### src/rtl/tsel_pkg.sv
package tsel_pkg;

    typedef enum logic [1:0] {
        MON_LOST  = 2'd0,
        MON_QUAL  = 2'd1,
        MON_GOOD  = 2'd2
    } mon_state_t;

    typedef enum logic [1:0] {
        SEL_FREE   = 2'd0,
        SEL_SEARCH = 2'd1,
        SEL_TRACK  = 2'd2
    } sel_state_t;

endpackage

### src/rtl/tsel_ref_monitor.sv
module tsel_ref_monitor
    import tsel_pkg::*;
#(
    parameter int NOM_PERIOD   = 2048,
    parameter int TOL_CYCLES   = 20,
    parameter int LOSS_LIMIT   = 4096,
    parameter int QUAL_PERIODS = 16
) (
    input  logic clk,
    input  logic rst,
    input  logic ref_async,
    output logic healthy,
    output logic ref_lvl
);
    localparam int CW    = $clog2(LOSS_LIMIT + 1);
    localparam int QW    = $clog2(QUAL_PERIODS + 1);
    localparam int WIN_L = NOM_PERIOD - TOL_CYCLES;
    localparam int WIN_H = NOM_PERIOD + TOL_CYCLES;

    logic        sync1_q, sync2_q, sync3_q;
    logic        edge_seen;
    logic [CW-1:0] cnt_q;
    logic [QW-1:0] run_q, run_d;
    mon_state_t  state_q, state_d;
    logic        in_win, timeout;

    // two-flop synchronizer plus one history stage for edge detection
    always_ff @(posedge clk) begin
        if (rst) begin
            sync1_q <= 1'b0;
            sync2_q <= 1'b0;
            sync3_q <= 1'b0;
        end else begin
            sync1_q <= ref_async;
            sync2_q <= sync1_q;
            sync3_q <= sync2_q;
        end
    end

    assign edge_seen = sync2_q & ~sync3_q;
    assign ref_lvl   = sync2_q;

    // cycles since the last edge, saturating at the loss limit
    always_ff @(posedge clk) begin
        if (rst) begin
            cnt_q <= '0;
        end else if (edge_seen) begin
            cnt_q <= CW'(1);
        end else if (cnt_q < CW'(LOSS_LIMIT)) begin
            cnt_q <= cnt_q + CW'(1);
        end
    end

    assign in_win  = (cnt_q >= CW'(WIN_L)) && (cnt_q <= CW'(WIN_H));
    assign timeout = !edge_seen && (cnt_q >= CW'(LOSS_LIMIT));

    always_ff @(posedge clk) begin
        if (rst) begin
            state_q <= MON_LOST;
            run_q   <= '0;
        end else begin
            state_q <= state_d;
            run_q   <= run_d;
        end
    end

    always_comb begin
        state_d = state_q;
        run_d   = run_q;
        unique case (state_q)
            MON_LOST: begin
                if (edge_seen) begin
                    state_d = MON_QUAL;
                    run_d   = '0;
                end
            end
            MON_QUAL: begin
                if (edge_seen) begin
                    if (!in_win) begin
                        run_d = '0;
                    end else if (run_q == QW'(QUAL_PERIODS - 1)) begin
                        state_d = MON_GOOD;
                        run_d   = '0;
                    end else begin
                        run_d = run_q + QW'(1);
                    end
                end else if (timeout) begin
                    state_d = MON_LOST;
                    run_d   = '0;
                end
            end
            MON_GOOD: begin
                if (timeout) begin
                    state_d = MON_LOST;
                end
            end
            default: begin
                state_d = MON_LOST;
                run_d   = '0;
            end
        endcase
    end

    assign healthy = (state_q == MON_GOOD);

    // qualification completes only on an edge
    assert_qual_on_edge_R2: assert property (@(posedge clk) disable iff (rst)
        $rose(healthy) |-> $past(edge_seen));

    // health is only lost after a full silent window
    assert_loss_after_limit_R4: assert property (@(posedge clk) disable iff (rst)
        $fell(healthy) |-> $past(cnt_q) == CW'(LOSS_LIMIT));

endmodule

### src/rtl/tsel_prio_pick.sv
module tsel_prio_pick #(
    parameter int N_REF = 7,
    parameter int IDX_W = 3
) (
    input  logic [N_REF-1:0]       healthy,
    input  logic [N_REF-1:0]       enable,
    input  logic [N_REF*IDX_W-1:0] slots,
    output logic                   found,
    output logic [IDX_W-1:0]       cand
);
    localparam int PAD = 1 << IDX_W;

    logic [PAD-1:0] usable;

    // padded so that any slot entry indexes a defined bit; entries >= N_REF read 0
    assign usable = PAD'(healthy & enable);

    always_comb begin
        found = 1'b0;
        cand  = '0;
        for (int s = N_REF - 1; s >= 0; s--) begin
            if (usable[slots[s*IDX_W +: IDX_W]]) begin
                found = 1'b1;
                cand  = slots[s*IDX_W +: IDX_W];
            end
        end
    end

endmodule

### src/rtl/tsel_ref_selector.sv
module tsel_ref_selector
    import tsel_pkg::*;
#(
    parameter int N_REF        = 7,
    parameter int NOM_PERIOD   = 2048,
    parameter int TOL_CYCLES   = NOM_PERIOD / 100,
    parameter int LOSS_LIMIT   = 2 * NOM_PERIOD,
    parameter int QUAL_PERIODS = 16,
    localparam int IDX_W       = (N_REF > 1) ? $clog2(N_REF) : 1
) (
    input  logic                   clk,
    input  logic                   rst,
    input  logic [N_REF-1:0]       ref_in,
    input  logic [N_REF-1:0]       ref_en,
    input  logic [N_REF*IDX_W-1:0] prio_slots,
    input  logic                   free_run,
    output logic [IDX_W-1:0]       ref_sel,
    output logic                   ref_valid,
    output logic                   switch_event,
    output logic                   ref_out
);
    logic [N_REF-1:0] healthy_vec;
    logic [N_REF-1:0] lvl_vec;
    logic             found;
    logic [IDX_W-1:0] cand;

    sel_state_t       state_q, state_d;
    logic [IDX_W-1:0] sel_q, sel_d;
    logic             sw_q, sw_d;

    for (genvar g = 0; g < N_REF; g++) begin : g_mon
        tsel_ref_monitor #(
            .NOM_PERIOD  (NOM_PERIOD),
            .TOL_CYCLES  (TOL_CYCLES),
            .LOSS_LIMIT  (LOSS_LIMIT),
            .QUAL_PERIODS(QUAL_PERIODS)
        ) i_mon (
            .clk      (clk),
            .rst      (rst),
            .ref_async(ref_in[g]),
            .healthy  (healthy_vec[g]),
            .ref_lvl  (lvl_vec[g])
        );
    end

    tsel_prio_pick #(
        .N_REF(N_REF),
        .IDX_W(IDX_W)
    ) i_pick (
        .healthy(healthy_vec),
        .enable (ref_en),
        .slots  (prio_slots),
        .found  (found),
        .cand   (cand)
    );

    // state register
    always_ff @(posedge clk) begin
        if (rst) begin
            state_q <= SEL_FREE;
            sel_q   <= '0;
            sw_q    <= 1'b0;
        end else begin
            state_q <= state_d;
            sel_q   <= sel_d;
            sw_q    <= sw_d;
        end
    end

    // transitions
    always_comb begin
        state_d = state_q;
        sel_d   = sel_q;
        sw_d    = 1'b0;
        unique case (state_q)
            SEL_FREE, SEL_SEARCH: begin
                if (free_run) begin
                    state_d = SEL_FREE;
                    sel_d   = '0;
                end else if (found) begin
                    state_d = SEL_TRACK;
                    sel_d   = cand;
                    sw_d    = 1'b1;
                end else begin
                    state_d = SEL_SEARCH;
                    sel_d   = '0;
                end
            end
            SEL_TRACK: begin
                if (free_run) begin
                    state_d = SEL_FREE;
                    sel_d   = '0;
                end else if (found) begin
                    sel_d = cand;
                    sw_d  = (cand != sel_q);
                end else begin
                    state_d = SEL_SEARCH;
                    sel_d   = '0;
                end
            end
            default: begin
                state_d = SEL_SEARCH;
                sel_d   = '0;
            end
        endcase
    end

    // outputs
    always_comb begin
        ref_valid    = (state_q == SEL_TRACK);
        ref_sel      = sel_q;
        switch_event = sw_q;
        ref_out      = ref_valid & lvl_vec[sel_q];
    end

    // a valid selection names an input that was healthy one cycle earlier
    assert_sel_healthy_R5: assert property (@(posedge clk) disable iff (rst)
        ref_valid |-> (($past(healthy_vec) >> ref_sel) & N_REF'(1)) != '0);

    // free-running drops the reference on the next cycle
    assert_free_run_R8: assert property (@(posedge clk) disable iff (rst)
        $past(free_run) |-> !ref_valid);

    // a switch pulse always comes with a valid selection
    assert_switch_valid_R10: assert property (@(posedge clk) disable iff (rst)
        switch_event |-> ref_valid);

    // with no selection the index and clock outputs rest at zero
    assert_idle_zero_R9: assert property (@(posedge clk) disable iff (rst)
        !ref_valid |-> (ref_sel == '0) && !ref_out);

endmodule

### config.mk
export PLATFORM = sky130hd
export DESIGN_NAME = tsel_ref_selector
export DESIGN_NICKNAME = d
export VERILOG_FILES = /design/src/rtl/tsel_pkg.sv /design/src/rtl/tsel_ref_monitor.sv /design/src/rtl/tsel_prio_pick.sv /design/src/rtl/tsel_ref_selector.sv
export SDC_FILE = /design/constraint.sdc
export NUM_CORES = 1
export LEC_CHECK = 0
export BUFFER_PORTS_ARGS = -buffer_cell sky130_fd_sc_hd__buf_2
export CAP_MARGIN = 0
export CORE_MARGIN = 2
export CORE_UTILIZATION = 50
export CTS_CLUSTER_DIAMETER = 100
export DETAILED_ROUTE_END_ITERATION = 8
export HOLD_SLACK_MARGIN = 0.03
export MAX_ROUTING_LAYER = met4
export PLACE_DENSITY = 0.67
export SYNTH_ARGS = -nofsm -noshare
export SYNTH_HDL_FRONTEND = slang
export SYNTH_SLANG_ARGS = --single-unit
### constraint.sdc
create_clock -name clk -period 3.3 [get_ports clk]
set_input_delay 0 -clock clk [delete_from_list [all_inputs] [get_ports clk]]
set_output_delay 0 -clock clk [all_outputs]
set_load 0.03 [all_outputs]
**After elaboration in Yosys (flattened, before gate mapping)**

Index checks and enable logic that the tools add are counted.

- Add/sub/neg operators: 14
- Magnitude comparators: 36
- Eq/ne operators: 53
- Mux-type cells: 138
- Bitwise logic cells: 25
- Reduce and logical (&&, ||, !) cells: 60

Operators with widths:

| cell | count |
|---|---|
| $mux 5 | 35 |
| $pmux 5 s3 | 7 |
| $add 13x1->13 const B | 7 |
| $ge 13x11->1 const B | 7 |
| $ge 13x13->1 const B | 7 |
| $le 13x12->1 const B | 7 |
| $lt 13x13->1 const B | 7 |
| $mux 2 | 39 |
| $ne 3x3->1 const B | 15 |
| $pmux 2 s3 | 7 |
| $reduce_and 3->1 | 14 |
| $add 5x1->5 const B | 7 |
| $eq 5x4->1 const B | 7 |
| $mux 1 | 33 |
| $lt 3x4->1 const B | 8 |
| $bmux 1 s3 | 8 |
| $mux 3 | 7 |
| $ne 3x1->1 const B | 7 |
| $eq 2x1->1 const B | 8 |
| $eq 2x2->1 const B | 8 |
| $logic_not 2->1 | 8 |
| $not 1->1 | 16 |
| $reduce_or 2->1 | 8 |
| $logic_and 1x1->1 | 14 |
| 10 further kinds | 35 |

- Bits in registers: 167

**Longest topological paths before layout**

- Depth after elaboration: 15
- Gate-level depth with buffers: 10
- Depth with buffers taken out: 10

**By module**

From an unflattened synthesis, not the netlist that was laid out.

- Cells, all modules: 1045
- Area, all modules: 9113.7 um^2

By module, submodules not included:

| module | times used | cells an instance | area an instance (um^2) | seq. area each (um^2) |
|---|---|---|---|---|
| tsel_ref_monitor (g_mon[0].i_mon ...) | 6 | 124 | 1098.6 | 460.4 |
| tsel_ref_monitor (g_mon[6].i_mon) | 1 | 133 | 1233.7 | 460.4 |
| tsel_prio_pick | 1 | 142 | 1002.2 | 0.0 |
| tsel_ref_selector | 1 | 26 | 286.5 | 120.1 |

**Least setup slack after synthesis**

No wires, ideal clock.

- Path kind: register -> register
- Start point: register g_mon[5].i_mon.state_q[0]
- End point: register sw_q, in the netlist switch_event
- Data arrival time: 2325 ps
- Data required time: 3166 ps
- Slack: 841 ps
- Cell stages (with the launch flop): 10
- Period minus slack after synthesis: 2459 ps
- Path through: dfxtp_1 -> and3b_1 -> buf_6 -> mux2_4 -> mux4_2 -> and3_1 -> o22a_1 -> or3_1 -> a31oi_1 -> a41oi_1

- Cells in the longest elaborated chain, start to end: 15
- Elaborated cells between the ends (all ways): 36

RTL lines:

| what | RTL line | source |
|---|---|---|
| from (decl) | tsel_ref_monitor.sv:24 | `mon_state_t state_q, state_d;` |
| from (signal assigned) | tsel_ref_monitor.sv:62 | `state_q <= state_d;` |
| $eq 2x2->1 (*) | tsel_ref_monitor.sv:104 | `assign healthy = (state_q == MON_GOOD);` |
| $and 7x7->7 (*) | tsel_prio_pick.sv:16 | `assign usable = PAD'(healthy & enable);` |
| $bmux 1 s3 | tsel_prio_pick.sv:22 | `if (usable[slots[s*IDX_W +: IDX_W]]) begin` |
| $mux 1 (not written as such) | tsel_prio_pick.sv:22 |  |
| $mux 3 (7 in a row) | tsel_prio_pick.sv:22 |  |
| $ne 3x3->1 | tsel_ref_selector.sv:95 | `sw_d = (cand != sel_q);` |
| $mux 1 | tsel_ref_selector.sv:93 | `end else if (found) begin` |
| $mux 1 | tsel_ref_selector.sv:90 | `if (free_run) begin` |
| $pmux 1 s2 (*) | tsel_ref_selector.sv:75 | `unique case (state_q)` |
| to (signal assigned) | tsel_ref_selector.sv:66 | `sw_q <= sw_d;` |
| to (decl) | tsel_ref_selector.sv:29 | `logic sw_q, sw_d;` |

Mark *: on every way between the ends. The rest lies on a longest branch, timed or not. The select of a mux whose other input is x is not followed.
A chain may end at the register's enable or synchronous reset.

**Worst setup path after layout**

- Start point: register g_mon[6].i_mon.state_q[1]
- End point: register sw_q, in the netlist switch_event

- Cells in the longest elaborated chain, start to end: 15
- Elaborated cells between the ends (all ways): 36

RTL lines:

| what | RTL line |
|---|---|
| from (decl) | tsel_ref_monitor.sv:24 |
| from (signal assigned) | tsel_ref_monitor.sv:62 |
| $eq 2x2->1 (*) | tsel_ref_monitor.sv:104 |
| $and 7x7->7 (*) | tsel_prio_pick.sv:16 |
| $bmux 1 s3 | tsel_prio_pick.sv:22 |
| $mux 1 (not written as such) | tsel_prio_pick.sv:22 |
| $mux 3 (7 in a row) | tsel_prio_pick.sv:22 |
| $ne 3x3->1 | tsel_ref_selector.sv:95 |
| $mux 1 | tsel_ref_selector.sv:93 |
| $mux 1 | tsel_ref_selector.sv:90 |
| $pmux 1 s2 (*) | tsel_ref_selector.sv:75 |

Marks and branches as above.

==> impl_metrics.xml <==
<?xml version="1.0" encoding="UTF-8"?>
<metrics>
  <group name="setup_path">
    <metric name="worstRegToRegCells" unit="">7</metric>
    <metric name="timing.critical_path.cells" unit="">nand3b_1 &gt; o32ai_1 &gt; nor2_2 &gt; nor4b_1 &gt; and4_1 &gt; or4b_4 &gt; a41oi_1</metric>
    <metric name="worst_setup_path_end_kind" unit="">register</metric>
    <metric name="cp_top_family" unit="">simple AND/OR/NAND/NOR gates</metric>
    <metric name="worstPathArrival" unit="ns">3.07</metric>
    <metric name="worst_ep_required" unit="ns">3.64</metric>
    <metric name="timing.critical_path.fanout_max" unit="">9</metric>
    <metric name="critical_path.startpoint_type" unit="">register</metric>
    <metric name="worstReg2RegStart" unit="">g_mon[6].i_mon.state_q[1]$_SDFFE_PP0P_</metric>
    <metric name="r2r_setup_slack" unit="ns">0.57</metric>
    <metric name="cp_slowest_cell" unit="">o32ai_1</metric>
    <metric name="cp_slowest_stage_delay" unit="ns">0.61</metric>
    <metric name="critical_path_class" unit="">reg -&gt; reg</metric>
    <metric name="worstReg2RegEnd" unit="">switch_event$_SDFF_PP0_</metric>
    <metric name="critical_path.n_buffers_inverters" unit="">0</metric>
  </group>
  <group name="drt">
    <metric name="antenna_left" unit="">0</metric>
    <metric name="viasPerCell" unit="">5.48</metric>
    <metric name="detail_route.first_pass.iterations" unit="">6</metric>
    <metric name="detailroute.via_count" unit="">7126</metric>
    <metric name="post-route-drc-count" unit="">0</metric>
    <metric name="routed_wire_per_std_cell" unit="um">14.3</metric>
    <metric name="number_of_violations_reported_at_the_end_of_detailed_routing_iteration_0" unit="">440</metric>
    <metric name="wirelength" unit="um">18600</metric>
  </group>
  <group name="synth">
    <metric name="synth.yosys.seq_area_share" unit="%">38.6</metric>
    <metric name="post_synth.cell_area_avg" unit="um2">8.50</metric>
    <metric name="netlist_area" unit="mm2">0.00867</metric>
    <metric name="synth_cells" unit="">1020</metric>
    <metric name="netlist.top_cell.by_area" unit="">dfxtp_1</metric>
    <metric name="ys_top_cells_by_area" unit="">dfxtp_1 (39%), nor2_1 (6.8%), xor2_1 (5.7%)</metric>
    <metric name="yosysUniqueCellTypes" unit="">69</metric>
    <metric name="synth_seq_cells" unit="">167</metric>
    <metric name="post-synth-top-area-fraction" unit="%">38.6</metric>
    <metric name="yosys_warnings" unit="">0</metric>
    <metric name="synth_nets" unit="">1079</metric>
    <metric name="synth_async_sr_flop_share" unit="%">0</metric>
    <metric name="synth_edf_count" unit="">0</metric>
    <metric name="synth_ff_type" unit="">dfxtp_1</metric>
  </group>
  <group name="place">
    <metric name="place.port_buffers" unit="">43</metric>
    <metric name="dp_hpwl" unit="um">13100</metric>
    <metric name="placement.setup.worst_slack" unit="ns">0.651</metric>
    <metric name="placed_cell_area" unit="mm2">0.00903</metric>
    <metric name="place.gp.congestion" unit="">0.888</metric>
    <metric name="placed_cells_incl_taps" unit="">1255</metric>
  </group>
  <group name="finish">
    <metric name="mostFrequentLayoutCell" unit="">dfxtp_1</metric>
    <metric name="layout.filler_cells" unit="">1589</metric>
    <metric name="finish.net_count" unit="">1119</metric>
    <metric name="commonest_cells_after_routing_fill_and_taps_aside" unit="">dfxtp_1 (167), nor2_1 (158), xor2_1 (56)</metric>
    <metric name="final_cell_area" unit="mm2">0.00981</metric>
    <metric name="flow.area_growth_from_synthesis" unit="%">13.2</metric>
    <metric name="post_route_cells_drive_above_1_share" unit="%">8.48</metric>
    <metric name="layout.cells.non_filler" unit="">1301</metric>
  </group>
  <group name="floorplanning">
    <metric name="fp.dieW" unit="um">136</metric>
    <metric name="core_area" unit="mm2">0.0171</metric>
    <metric name="floorplan.initialDensity" unit="%">50.6</metric>
    <metric name="num_rows" unit="">48</metric>
    <metric name="io_pins" unit="">44</metric>
    <metric name="dieArea" unit="mm2">0.0184</metric>
    <metric name="die_height" unit="um">136</metric>
  </group>
  <group name="pwr">
    <metric name="p_per_area" unit="mW/mm2">474</metric>
    <metric name="worst_ir_drop_vdd" unit="V">0.000338</metric>
    <metric name="leakage_power_total" unit="nW">3.73</metric>
  </group>
  <group name="clock_network">
    <metric name="numClockSinks" unit="">167</metric>
    <metric name="postCtsSetupBuffers" unit="">0</metric>
    <metric name="tritoncts" unit="">done</metric>
    <metric name="max-clock-path-buffers" unit="">2</metric>
    <metric name="numCtsBuffers" unit="">17</metric>
    <metric name="clk_lat_worst_skew" unit="ns">0.43</metric>
    <metric name="ctsHoldBuffers" unit="">11</metric>
    <metric name="cts.root.buffer_cell" unit="">clkbuf_16</metric>
    <metric name="clkTransAtPathRegs" unit="ns">0.06</metric>
    <metric name="ctsHtreeMaxLevel" unit="">4</metric>
    <metric name="postCtsResizedCells" unit="">0</metric>
  </group>
  <group name="global_routing">
    <metric name="track_usage" unit="%">21.7</metric>
    <metric name="wire_length_of_the_first_global_routing_pass" unit="um">31400</metric>
    <metric name="grt_start_max_net_pins" unit="">50</metric>
    <metric name="grt-ovfl-total" unit="">0</metric>
    <metric name="antenna_found_initial" unit="">2</metric>
    <metric name="grt_pass1_vias" unit="">6718</metric>
  </group>
  <group name="hold_path">
    <metric name="hp-start" unit="">prio_slots[2]</metric>
    <metric name="worst_hold_path.endpoint" unit="">ref_sel[0]$_SDFF_PP0_</metric>
    <metric name="min_path_cells" unit="">4</metric>
    <metric name="holdCritPathClass" unit="">in -&gt; reg</metric>
  </group>
  <group name="sta">
    <metric name="final-max-slew-violation-count" unit="">0</metric>
    <metric name="timing.clock.skew" unit="ns">0.0153</metric>
    <metric name="final.setup.tns" unit="ns">0</metric>
    <metric name="min_period" unit="ns">2.73</metric>
    <metric name="finalSetupViolations" unit="">0</metric>
    <metric name="f_max" unit="MHz">366</metric>
    <metric name="worst-slew-pin-transition" unit="ns">0.963</metric>
    <metric name="grt_setup_unrepaired" unit="">no</metric>
    <metric name="postLayoutSetupSlackWorst" unit="ns">0.569</metric>
    <metric name="final_min_period_over_clock_period" unit="%">82.8</metric>
    <metric name="slew_headroom" unit="%">35.8</metric>
    <metric name="report.final.hold_viol_count" unit="">0</metric>
  </group>
  <group name="flow_run">
    <metric name="cap_violations" unit="">0</metric>
  </group>
  <group name="run_status">
    <metric name="run_status" unit="">complete, no violations</metric>
  </group>
</metrics>
[report_power, final]
group	internal (W)	total, W	switching (W)
clock	0.00141	0.00222	0.000813
combinational	0.000137	0.000326	0.000190
sequential	0.00206	0.00211	0.0000489
[layout make-up]
class | count | area (um2) | area share, %
Multi-Input combinational cell | 785 | 5050 | 51.5
Tap cell | 225 | 282 | 2.87
Inverter | 33 | 124 | 1.26
Clock inverter | 11 | 195 | 1.99
Antenna cell | 3 | 7.51 | 0.0765
Timing Repair Buffer | 56 | 340 | 3.47
Clock buffer | 21 | 470 | 4.79
Sequential cell | 167 | 3340 | 34.1
[metal layers]
metal | global-route usage (%) | vias to the layer above | part of all wire, %
li1 | - | 3695 | -
met1 | 27.0 | 3280 | 47
met2 | 34.7 | 122 | 46
met3 | 4.86 | 29 | 5.0
met4 | 7.64 | 0 | 1.9
met5 | - | - | 0
[tightest hold or removal path: stages]
cell,delay (ns)
buf_2,0.13
nor2_4,0.06
o21ai_0,0.19
a21oi_1,0.07
[registers in the layout, summed over array words and instances (netlist names), 2 cells and up]
signal and cells:
state_q 2, g_mon.i_mon.cnt_q 91, g_mon.i_mon.sync3_q 7, g_mon.i_mon.run_q 35
g_mon.i_mon.ref_lvl 7, g_mon.i_mon.sync1_q 7, g_mon.i_mon.state_q 14, ref_sel 3
[logic make-up (layout without fill, tap and decap cells)]
family                     count (synthesis)  in the layout  synth area share (%)
and+or+nand+nor                          472            472                  29.2
xor gates and xnor gates                  86             86                  8.69
adders and majority gates                 21             21                  3.03
buffers and inverters                     68            121                  3.13
muxes                                     22             22                  3.61
DFF                                      167            167                  38.6
other                                      0              3                     0
AOI/OAI and AO/OA                        184            184                  13.7
[Yosys cell counts, types with 8 or more instances]
cell and instances:
nand3_1 47, dfxtp_1 167, or4b_1 8, a22oi_1 11, nand3b_1 12, inv_1 33
ha_1 21, and2_1 10, nand2_1 53, a21oi_1 52, nand4b_1 12, a211oi_1 9
nor2b_1 50, xnor2_1 30, and3_1 18, nor3b_1 10, xor2_1 56, o211ai_1 8
a31oi_1 11, clkbuf_1 23, nor2_1 158, nand2b_1 23, o21ai_0 34, mux2i_1 14
nor3_1 20, o21a_1 8, nor4_1 11
[how the worst max path moves through the flow]
stage	slack, ns	start	depth (start not counted)	to
4_1_cts	0.61	g_mon[6].i_mon.state_q[1]$_SDFFE_PP0P_	7	switch_event$_SDFF_PP0_
2_1_floorplan	0.84	g_mon[5].i_mon.state_q[0]$_SDFFE_PP0P_	9	switch_event$_SDFF_PP0_
5_1_grt	0.32	g_mon[6].i_mon.state_q[1]$_SDFFE_PP0P_	7	switch_event$_SDFF_PP0_
6_report	0.57	g_mon[6].i_mon.state_q[1]$_SDFFE_PP0P_	7	switch_event$_SDFF_PP0_
3_5_place_dp	0.65	g_mon[6].i_mon.state_q[1]$_SDFFE_PP0P_	7	switch_event$_SDFF_PP0_
3_3_place_gp	0.73	g_mon[6].i_mon.state_q[1]$_SDFFE_PP0P_	7	switch_event$_SDFF_PP0_
[metrics by stage]
stage / power, W / hold slack [ns] / utilization (%)
5_1_grt: 0.00483 / 0.112 / 57.3
2_1_floorplan: 0.00237 / 0.128 / -
3_5_place_dp: 0.00247 / 0.218 / 52.8
6_report: 0.00465 / 0.0788 / 57.3
3_3_place_gp: 0.00246 / 0.217 / 52.8
4_1_cts: 0.00470 / 0.0441 / 57.3
Power figures use the tool's default switching activity.
